### src/rtl/ifx_pkg.sv
package ifx_pkg;

    typedef enum logic [2:0] {
        RT_MARKER = 3'd0,
        RT_PHYS   = 3'd1,
        RT_BADVA  = 3'd2,
        RT_SUPER  = 3'd3,
        RT_TLB    = 3'd4
    } route_e;

    typedef enum logic [1:0] {
        MODE_KERNEL = 2'd0,
        MODE_EXEC   = 2'd1,
        MODE_SUPV   = 2'd2,
        MODE_USER   = 2'd3
    } cpu_mode_e;

    typedef struct packed {
        route_e route;
        logic   hit;
        logic   miss;
        logic   fault;
    } xlate_status_t;

    localparam xlate_status_t STATUS_IDLE = '{route: RT_MARKER, hit: 1'b0, miss: 1'b0, fault: 1'b0};

    // Low-width all-ones mask inside a wider word.
    function automatic logic [63:0] low_mask64(input int unsigned width);
        logic [63:0] m;
        for (int i = 0; i < 64; i++) begin
            m[i] = (i < width);
        end
        return m;
    endfunction

endpackage

### src/rtl/ifx_region_decode.sv
module ifx_region_decode
    import ifx_pkg::*;
#(
    parameter int VA_W      = 64,
    parameter int PA_W      = 44,
    parameter int IMPL_VA_W = 43,
    parameter int SP_LO     = 41,
    parameter logic [6:0] SP_KEY = 7'h7E
) (
    input  logic [VA_W-1:0] va,
    input  logic            phys,
    input  cpu_mode_e       mode,
    output route_e          route,
    output logic            acv,
    output logic            use_tlb,
    output logic [VA_W-1:0] bypass_pa
);
    localparam int SP_HI = SP_LO + 6;
    localparam int UPW   = VA_W - IMPL_VA_W + 1;
    localparam logic [VA_W-1:0] PA_MASK = VA_W'(low_mask64(PA_W));

    logic [UPW-1:0]  upper;
    logic            va_ok;
    logic            in_super;
    logic [VA_W-1:0] marker_pa;
    logic [VA_W-1:0] super_pa;

    assign upper     = va[VA_W-1:IMPL_VA_W-1];
    assign va_ok     = (&upper) | (~|upper);
    assign in_super  = (va[SP_HI:SP_LO] == SP_KEY);
    assign marker_pa = {va[VA_W-1:2], 2'b00} & PA_MASK;
    assign super_pa  = {{(VA_W-SP_LO){1'b0}}, va[SP_LO-1:0]};

    always_comb begin
        route     = RT_TLB;
        acv       = 1'b0;
        use_tlb   = 1'b0;
        bypass_pa = '0;
        if (va[0]) begin
            route     = RT_MARKER;
            bypass_pa = marker_pa;
        end else if (phys) begin
            route     = RT_PHYS;
            bypass_pa = va;
        end else if (!va_ok) begin
            route = RT_BADVA;
            acv   = 1'b1;
        end else if (in_super) begin
            route = RT_SUPER;
            if (mode == MODE_KERNEL) begin
                bypass_pa = super_pa;
            end else begin
                acv = 1'b1;
            end
        end else begin
            use_tlb = 1'b1;
        end
    end

    always_comb begin
        if (use_tlb) begin
            assert (!acv && bypass_pa == '0) else $error("AST_TLB_PATH_CLEAN");
        end
    end

endmodule

### src/rtl/ifx_tlb_merge.sv
module ifx_tlb_merge #(
    parameter int VA_W    = 64,
    parameter int PA_W    = 44,
    parameter int PG_BITS = 13
) (
    input  logic                    hit,
    input  logic [PA_W-PG_BITS-1:0] ppn,
    input  logic [PG_BITS-1:0]      offset,
    output logic [VA_W-1:0]         pa
);
    always_comb begin
        if (hit) begin
            pa = {{(VA_W-PA_W){1'b0}}, ppn, offset};
        end else begin
            pa = '0;
        end
    end
endmodule

### src/rtl/ifx_fault_capture.sv
module ifx_fault_capture #(
    parameter int VA_W      = 64,
    parameter int PG_BITS   = 13,
    parameter int IMPL_VA_W = 43
) (
    input  logic            clk,
    input  logic            rst,
    input  logic            fault_evt,
    input  logic [VA_W-1:0] va,
    input  logic [VA_W-1:0] ptbr,
    output logic [VA_W-1:0] tag,
    output logic [VA_W-1:0] form
);
    localparam int VPN_W = IMPL_VA_W - PG_BITS;

    logic [VA_W-1:0] vpn_shifted;
    assign vpn_shifted = {{(VA_W-VPN_W-3){1'b0}}, va[IMPL_VA_W-1:PG_BITS], 3'b000};

    always_ff @(posedge clk) begin
        if (rst) begin
            tag  <= '0;
            form <= '0;
        end else if (fault_evt) begin
            tag  <= va;
            form <= ptbr | vpn_shifted;
        end
    end

    AST_TAG_HOLD: assert property (@(posedge clk) disable iff (rst)
        !fault_evt |=> $stable(tag) && $stable(form));
    AST_TAG_LOAD: assert property (@(posedge clk) disable iff (rst)
        fault_evt |=> tag == $past(va));

endmodule

### src/rtl/ifetch_xlate_front.sv
module ifetch_xlate_front
    import ifx_pkg::*;
#(
    parameter int VA_W      = 64,
    parameter int PA_W      = 44,
    parameter int PG_BITS   = 13,
    parameter int IMPL_VA_W = 43,
    parameter int SP_LO     = 41,
    parameter logic [6:0] SP_KEY = 7'h7E,
    localparam int VPN_W    = IMPL_VA_W - PG_BITS,
    localparam int PPN_W    = PA_W - PG_BITS
) (
    input  logic             clk,
    input  logic             rst,
    input  logic             req_valid,
    input  logic [VA_W-1:0]  req_va,
    input  logic             req_phys,
    input  logic [1:0]       cur_mode,
    input  logic [VA_W-1:0]  ptbr,
    output logic             tlb_lookup,
    output logic [VPN_W-1:0] tlb_vpn,
    input  logic             tlb_hit,
    input  logic [PPN_W-1:0] tlb_ppn,
    output logic             rsp_valid,
    output logic [VA_W-1:0]  rsp_pa,
    output logic             rsp_hit,
    output logic             rsp_miss,
    output logic             rsp_fault,
    output logic [2:0]       rsp_route,
    output logic [VA_W-1:0]  flt_tag,
    output logic [VA_W-1:0]  flt_va_form
);
    route_e          dec_route;
    logic            dec_acv;
    logic            dec_use_tlb;
    logic [VA_W-1:0] dec_bypass_pa;
    logic [VA_W-1:0] tlb_pa;
    xlate_status_t   nxt_status;
    logic [VA_W-1:0] nxt_pa;
    xlate_status_t   status_q;
    logic [VA_W-1:0] pa_q;
    logic            valid_q;
    logic            fault_evt;

    ifx_region_decode #(
        .VA_W(VA_W), .PA_W(PA_W), .IMPL_VA_W(IMPL_VA_W),
        .SP_LO(SP_LO), .SP_KEY(SP_KEY)
    ) u_decode (
        .va(req_va),
        .phys(req_phys),
        .mode(cpu_mode_e'(cur_mode)),
        .route(dec_route),
        .acv(dec_acv),
        .use_tlb(dec_use_tlb),
        .bypass_pa(dec_bypass_pa)
    );

    ifx_tlb_merge #(
        .VA_W(VA_W), .PA_W(PA_W), .PG_BITS(PG_BITS)
    ) u_merge (
        .hit(tlb_hit),
        .ppn(tlb_ppn),
        .offset(req_va[PG_BITS-1:0]),
        .pa(tlb_pa)
    );

    assign tlb_lookup = req_valid & dec_use_tlb;
    assign tlb_vpn    = req_va[IMPL_VA_W-1:PG_BITS];
    assign fault_evt  = req_valid & dec_acv;

    always_comb begin
        nxt_status.route = dec_route;
        nxt_status.fault = dec_acv;
        nxt_status.miss  = dec_use_tlb & ~tlb_hit;
        nxt_status.hit   = ~dec_acv & ~(dec_use_tlb & ~tlb_hit);
        nxt_pa           = dec_use_tlb ? tlb_pa : dec_bypass_pa;
    end

    always_ff @(posedge clk) begin
        if (rst || !req_valid) begin
            valid_q  <= 1'b0;
            status_q <= STATUS_IDLE;
            pa_q     <= '0;
        end else begin
            valid_q  <= 1'b1;
            status_q <= nxt_status;
            pa_q     <= nxt_pa;
        end
    end

    ifx_fault_capture #(
        .VA_W(VA_W), .PG_BITS(PG_BITS), .IMPL_VA_W(IMPL_VA_W)
    ) u_capture (
        .clk(clk),
        .rst(rst),
        .fault_evt(fault_evt),
        .va(req_va),
        .ptbr(ptbr),
        .tag(flt_tag),
        .form(flt_va_form)
    );

    assign rsp_valid = valid_q;
    assign rsp_pa    = pa_q;
    assign rsp_hit   = status_q.hit;
    assign rsp_miss  = status_q.miss;
    assign rsp_fault = status_q.fault;
    assign rsp_route = status_q.route;

    AST_RSP_FOLLOWS_REQ: assert property (@(posedge clk) disable iff (rst)
        req_valid |=> rsp_valid);
    AST_IDLE_QUIET: assert property (@(posedge clk) disable iff (rst)
        !req_valid |=> !rsp_valid && !rsp_hit && !rsp_miss && !rsp_fault && rsp_pa == '0);
    AST_ONE_OUTCOME: assert property (@(posedge clk) disable iff (rst)
        rsp_valid |-> $onehot({rsp_hit, rsp_miss, rsp_fault}));
    AST_MISS_NO_PA: assert property (@(posedge clk) disable iff (rst)
        rsp_miss |-> rsp_pa == '0 && rsp_route == 3'(RT_TLB));
    AST_MARKER_ALIGN: assert property (@(posedge clk) disable iff (rst)
        rsp_valid && rsp_route == 3'(RT_MARKER) |-> rsp_pa[1:0] == 2'b00 && rsp_pa[VA_W-1:PA_W] == '0);
    AST_FAULT_NO_PA: assert property (@(posedge clk) disable iff (rst)
        rsp_fault |-> rsp_pa == '0);
    AST_LOOKUP_NEEDS_REQ: assert property (@(posedge clk) disable iff (rst)
        tlb_lookup |-> req_valid && !req_va[0] && !req_phys);
    AST_FAULT_CAPTURED: assert property (@(posedge clk) disable iff (rst)
        rsp_fault |-> flt_tag == $past(req_va));

endmodule

### config.mk
export PLATFORM = sky130hd
export DESIGN_NAME = ifetch_xlate_front
export DESIGN_NICKNAME = d
export VERILOG_FILES = /design/src/rtl/ifx_pkg.sv /design/src/rtl/ifx_region_decode.sv /design/src/rtl/ifx_tlb_merge.sv /design/src/rtl/ifx_fault_capture.sv /design/src/rtl/ifetch_xlate_front.sv
export SDC_FILE = /design/constraint.sdc
export NUM_CORES = 1
export LEC_CHECK = 0
export CAP_MARGIN = 5
export CORE_MARGIN = 10
export CORE_UTILIZATION = 45
export CTS_CLUSTER_SIZE = 8
export DETAILED_ROUTE_END_ITERATION = 7
export HOLD_SLACK_MARGIN = 0.12
export PLACE_DENSITY = 0.82
export SLEW_MARGIN = 20
export SYNTH_ARGS = -nofsm -noshare
export SYNTH_HDL_FRONTEND = slang
export SYNTH_SLANG_ARGS = --single-unit
### constraint.sdc
create_clock -name clk -period 5.25 [get_ports clk]
set_input_delay 0.525 -clock clk [delete_from_list [all_inputs] [get_ports clk]]
set_output_delay 0.525 -clock clk [all_outputs]
set_load 0.005 [all_outputs]
## Word-level counts from Yosys, hierarchy flattened

Index checks and enable logic that the tools add are counted.

- Equal/unequal tests: 1
- Muxes and demuxes: 20
- Bitwise logic cells: 10
- Reduce and logical (&&, ||, !) cells: 9

Operator list:

| kind | number |
|---|---|
| $mux 64 | 5 |
| $or 64x33->64 | 1 |
| $mux 44 | 1 |
| $mux 41 | 1 |
| $reduce_and 22->1 | 1 |
| $reduce_or 22->1 | 1 |
| $mux 1 | 11 |
| $eq 7x7->1 const B | 1 |
| $and 1x1->1 | 4 |
| $not 1->1 | 4 |
| $reduce_or 4->1 | 1 |
| $mux 3 | 1 |
| $reduce_or 3->1 | 1 |
| $logic_not 1->1 | 2 |
| $logic_not 2->1 | 1 |
| $mux 2 | 1 |
| $reduce_or 2->1 | 1 |
| $logic_or 1x1->1 | 1 |
| $or 1x1->1 | 1 |

- Bits in registers: 199
- Input port bits: 166

## Longest topological paths before layout

- Depth after elaboration: 9
- Mapped depth: 8
- Depth with buffers taken out: 7

## Hierarchy

A second synthesis with hierarchy kept.

- Cells, all modules: 875
- Area, all modules: 8828.5 um^2

By module, submodules not included:

| module | times used | cells each | area an instance (um^2) | seq. area each (um^2) |
|---|---|---|---|---|
| ifx_fault_capture | 1 | 446 | 4675.7 | 2562.5 |
| ifetch_xlate_front | 1 | 255 | 2752.6 | 1421.4 |
| ifx_region_decode | 1 | 105 | 895.9 | 0.0 |
| ifx_tlb_merge | 1 | 69 | 504.2 | 0.0 |

## Worst setup path after synthesis

Ideal clock, no wire load.

- Path kind: input -> output
- Start: in req_va[43]
- End: out tlb_lookup
- Arrival time: 2042 ps
- Slack: 2683 ps
- Stages: 6
- Path buffers: 2
- Cell sequence: or4_4 > nor4_4 > nor2_2 > buf_2 > buf_2 > nor3_1

- Cells in the longest elaborated chain, start to end: 7

Ends and longest elaborated chain:

| element | RTL line | text |
|---|---|---|
| start: declaration | ifetch_xlate_front.sv:16 | `input logic [VA_W-1:0] req_va,` |
| $reduce_or 22->1 | ifx_region_decode.sv:29 | `assign va_ok = (&upper) \| (~\|upper);` |
| $logic_not 1->1 | ifx_region_decode.sv:29 |  |
| $or 1x1->1 | ifx_region_decode.sv:29 |  |
| $mux 1 (*) | ifx_region_decode.sv:45 | `end else if (!va_ok) begin` |
| $mux 1 (*) | ifx_region_decode.sv:42 | `end else if (phys) begin` |
| $mux 1 (*) | ifx_region_decode.sv:39 | `if (va[0]) begin` |
| $and 1x1->1 (*) | ifetch_xlate_front.sv:67 | `assign tlb_lookup = req_valid & dec_use_tlb;` |
| end: declaration | ifetch_xlate_front.sv:20 | `output logic tlb_lookup,` |

Mark *: on every way between the ends. The rest lies on a longest branch, timed or not.

## Worst setup path in the final report

- Start: in req_va[60]
- End: out tlb_lookup

- Cells in the longest elaborated chain, start to end: 7

Ends and longest elaborated chain:

| element | RTL line |
|---|---|
| $reduce_or 22->1 | ifx_region_decode.sv:29 |
| $logic_not 1->1 | ifx_region_decode.sv:29 |
| $or 1x1->1 (*) | ifx_region_decode.sv:29 |
| $mux 1 (*) | ifx_region_decode.sv:45 |
| $mux 1 (*) | ifx_region_decode.sv:42 |
| $mux 1 (*) | ifx_region_decode.sv:39 |
| $and 1x1->1 (*) | ifetch_xlate_front.sv:67 |

Marked as above.

==> flow_metrics.env <==
export IMPL_grt_pass1_wl_microns=49700
export IMPL_path_cells="clkdlybuf4s50_1 > nand4_1 > or4_4 > nor3_4 > nor2_4 > buf_4 > nor3_1 > clkdlybuf4s50_1"
export IMPL_cpLargestDelayFamily="buffers and inverters"
export IMPL_r2r_end="u_capture.tag[49]$_SDFFE_PP0P_"
export IMPL_wl_microns=33300
export IMPL_fillers=1519
export IMPL_initial_utilization_pct=45.5
export IMPL_finalMaxSlewViolations=0
export IMPL_critPathMaxStageDelay_ns=0.57
export IMPL_worst_ep_arrival_time_ns=3.11
export IMPL_cts_tree="yes"
export IMPL_critPathSlowestCell="or4_4"
export IMPL_area_growth_syn_to_layout_pct=49.9
export IMPL_dr_pass1_iters=5
export IMPL_drt_iter0_drc=596
export IMPL_drc=0
export IMPL_period_share_pct=69.3
export IMPL_synthArstFlopShare_pct=0
export IMPL_leakage_uw=0.00607
export IMPL_synthTopCellsByCount="199 x dfxtp_1, 139 x and3_1, 102 x nand2_1, 69 x a32oi_1, 69 x mux2i_1"
export IMPL_finalSetupTns_ns=0
export IMPL_run_status="completed"
export IMPL_r2r_start="u_capture.tag[49]$_SDFFE_PP0P_"
export IMPL_cp_num_buf_inv=3
export IMPL_maxSlewHeadroom_pct=41.8
export IMPL_io_pins=396
export IMPL_syn_cell_area_sq_um=8830
export IMPL_synthTopCellsByArea="dfxtp_1 45%, and3_1 9.8%, mux2i_1 7.8%, a32oi_1 6.8%, nand2_1 4.3%"
export IMPL_hold_class="reg -> reg"
export IMPL_dp_hpwl_microns=24200
export IMPL_vias=8279
export IMPL_cpMostUsedCell="clkdlybuf4s50_1"
export IMPL_syn_nets=1057
export IMPL_fin_worst_skew_ns=0
export IMPL_max_freq_mhz=275
export IMPL_seq_area_frac_synth_pct=45.1
export IMPL_synth_seq_cells=199
export IMPL_cp_end_kind="output port"
export IMPL_cts_resized=0
export IMPL_fp_dieH_microns=160
export IMPL_worst_ep_required_time_ns=4.72
export IMPL_cts_sinks=199
export IMPL_final_util_pct=68.2
export IMPL_peakVddDrop_v=0.000215
export IMPL_r2r_cells=3
export IMPL_powerDensity_nw_per_um2=255
export IMPL_min_to="u_capture.form[53]$_SDFFE_PP0P_"
export IMPL_place_gp_congestion=0.820
export IMPL_r2r_setup_slack_ns=4.45
export IMPL_cts_hold_buf=0
export IMPL_antenna_found_initial=1
export IMPL_overflow=0
export IMPL_ys_flop_type="dfxtp_1"
export IMPL_rows=51
export IMPL_cts_root_buf="clkbuf_16"
export IMPL_syn_instance_count=891
export IMPL_wl_per_cell_microns=22.4
export IMPL_rsz0062_at_grt="false"
export IMPL_avgSynthCellArea_sq_um=9.91
export IMPL_worst_slew_pin_slew_ns=0.872
export IMPL_synth_most_common_cell="dfxtp_1"
export IMPL_ant_nets=0
export IMPL_viasPerCell=5.58
export IMPL_clk_path_buf_depth=2
export IMPL_die_x_microns=160
export IMPL_critPathLaunchType="primary input"
export IMPL_worstSkewPairLatency_ns=0.43
export IMPL_yosysUniqueCellTypes=38
export IMPL_holdPathStages=2
export IMPL_nets=1370
export IMPL_synth_largest_area_cell="dfxtp_1"
export IMPL_yosysWarnings=0
export IMPL_hold_viol_final=0
export IMPL_cts_setup_buffers=0
export IMPL_drive_gt1_share_pct=6.66
export IMPL_grt_max_degree=88
export IMPL_clkTransAtPathRegs_ns=0.08
export IMPL_h_tree_depth=4
export IMPL_numCtsBuffers=17
export IMPL_synth_edf_count=0
export IMPL_setup_viol=0
export IMPL_synth_top_area_share_pct=45.1
export IMPL_grt_pass1_vias=8232
export IMPL_core_area_sq_um=19400
export IMPL_min_period_ns=3.64
export IMPL_critical_path_class="in -> out"
export IMPL_port_buffers=395
export IMPL_maxCapViolations=0
export IMPL_min_from="u_capture.form[53]$_SDFFE_PP0P_"
export IMPL_die_area_sq_um=25600
export IMPL_cp_max_fo=27
export IMPL_grt_usage_pct=24.2
## state kept, by name, summed over array words and instances (netlist names)
register,count
rsp_route,3
rsp_hit,1
rsp_miss,1
rsp_valid,1
u_capture.form,64
rsp_fault,1
rsp_pa,64
u_capture.tag,64
## cells in the final DEF, fill, tap and decap left out, types with 6 or more instances in the layout
| master | Yosys | final |
|---|---|---|
| nand2_1 | 102 | 101 |
| a32oi_1 | 69 | 69 |
| o32a_1 | 30 | 30 |
| and2_1 | 31 | 31 |
| a22o_1 | 31 | 31 |
| a2bb2oi_1 | 7 | 7 |
| and3_1 | 139 | 139 |
| nor2b_1 | 30 | 30 |
| nand4_1 | 7 | 7 |
| clkbuf_16 | 0 | 17 |
| clkdlybuf4s50_1 | 0 | 395 |
| buf_4 | 33 | 13 |
| dfxtp_1 | 199 | 199 |
| a2bb2oi_2 | 20 | 20 |
| nor2_1 | 6 | 6 |
| mux2i_1 | 69 | 69 |
## per-layer routing
metal | share of wire (%) | track usage [%] | routed length [microns] | vias up
met2 | 49 | 41.5 | 16300 | 358
li1 | - | - | - | 3909
met3 | 9.1 | 9.38 | 3040 | 44
met1 | 39 | 26.9 | 13000 | 3968
met5 | 0 | 0 | 0 | -
met4 | 2.7 | 7.93 | 889 | 0
## how the worst max path moves through the flow
stage	start	cells past startpoint	end	slack (ns)
finish	req_va[60]	8	tlb_lookup	1.61
global route	req_va[60]	8	tlb_lookup	1.45
CTS	req_va[60]	8	tlb_lookup	1.61
detailed placement	req_va[60]	10	u_capture.form[4]$_SDFFE_PP0P_	1.51
global placement	req_va[59]	10	u_capture.form[7]$_SDFFE_PP0P_	1.58
floorplan	req_va[43]	6	tlb_lookup	2.68
## final cells by class
cell class,instances,area (sq um),share of cell area (%)
inverter,4,20.0,0.151
timing repair buffer,409,4070,30.8
multi-input combinational,573,4250,32.1
clock inverter,12,133,1.00
clock buffer,20,447,3.38
sequential,199,3980,30.1
antenna,1,2.50,0.0189
tap,265,332,2.51
## power breakdown
| part | internal, uW | leakage (uW) | switching, uW |
|---|---|---|---|
| clock network | 650 | 0.000284 | 647 |
| logic | 291 | 0.00417 | 192 |
| registers | 1570 | 0.00162 | 30.9 |
| total | 2510 | 0.00607 | 870 |
## tightest hold or removal path, cell delays in order (launching register included)
cell	delay (ns)
dfxtp_1	0.31
nand2_1	0.05
a2bb2oi_1	0.05
## logic make-up (layout without fill, tap and decap cells)
kind of cell,Yosys count,count (layout),share of synthesized area [%]
and+or+nand+nor,335,335,21.5
DFF,199,199,45.1
AOI/OAI and AO/OA,167,167,18.3
buffers and inverters,119,445,7.13
muxes,70,70,7.95
other,1,2,0.0425
## metrics by stage
| step | area [sq um] | hold slack [ns] | cells | total power (uW) | worst slack, ns |
|---|---|---|---|---|---|
| floorplan | 8830 | 0.447 | 891 | 1790 | 2.68 |
| global placement | 12700 | 0.435 | 1450 | 2110 | 1.58 |
| detailed placement | 12700 | 0.442 | 1450 | 2120 | 1.51 |
| CTS | 13200 | 0.453 | 1482 | 3400 | 1.61 |
| global route | 13200 | 0.481 | 1483 | 3490 | 1.45 |
| finish | 13200 | 0.451 | 1483 | 3380 | 1.61 |
Note: power is estimated with default switching activity, not from simulation.
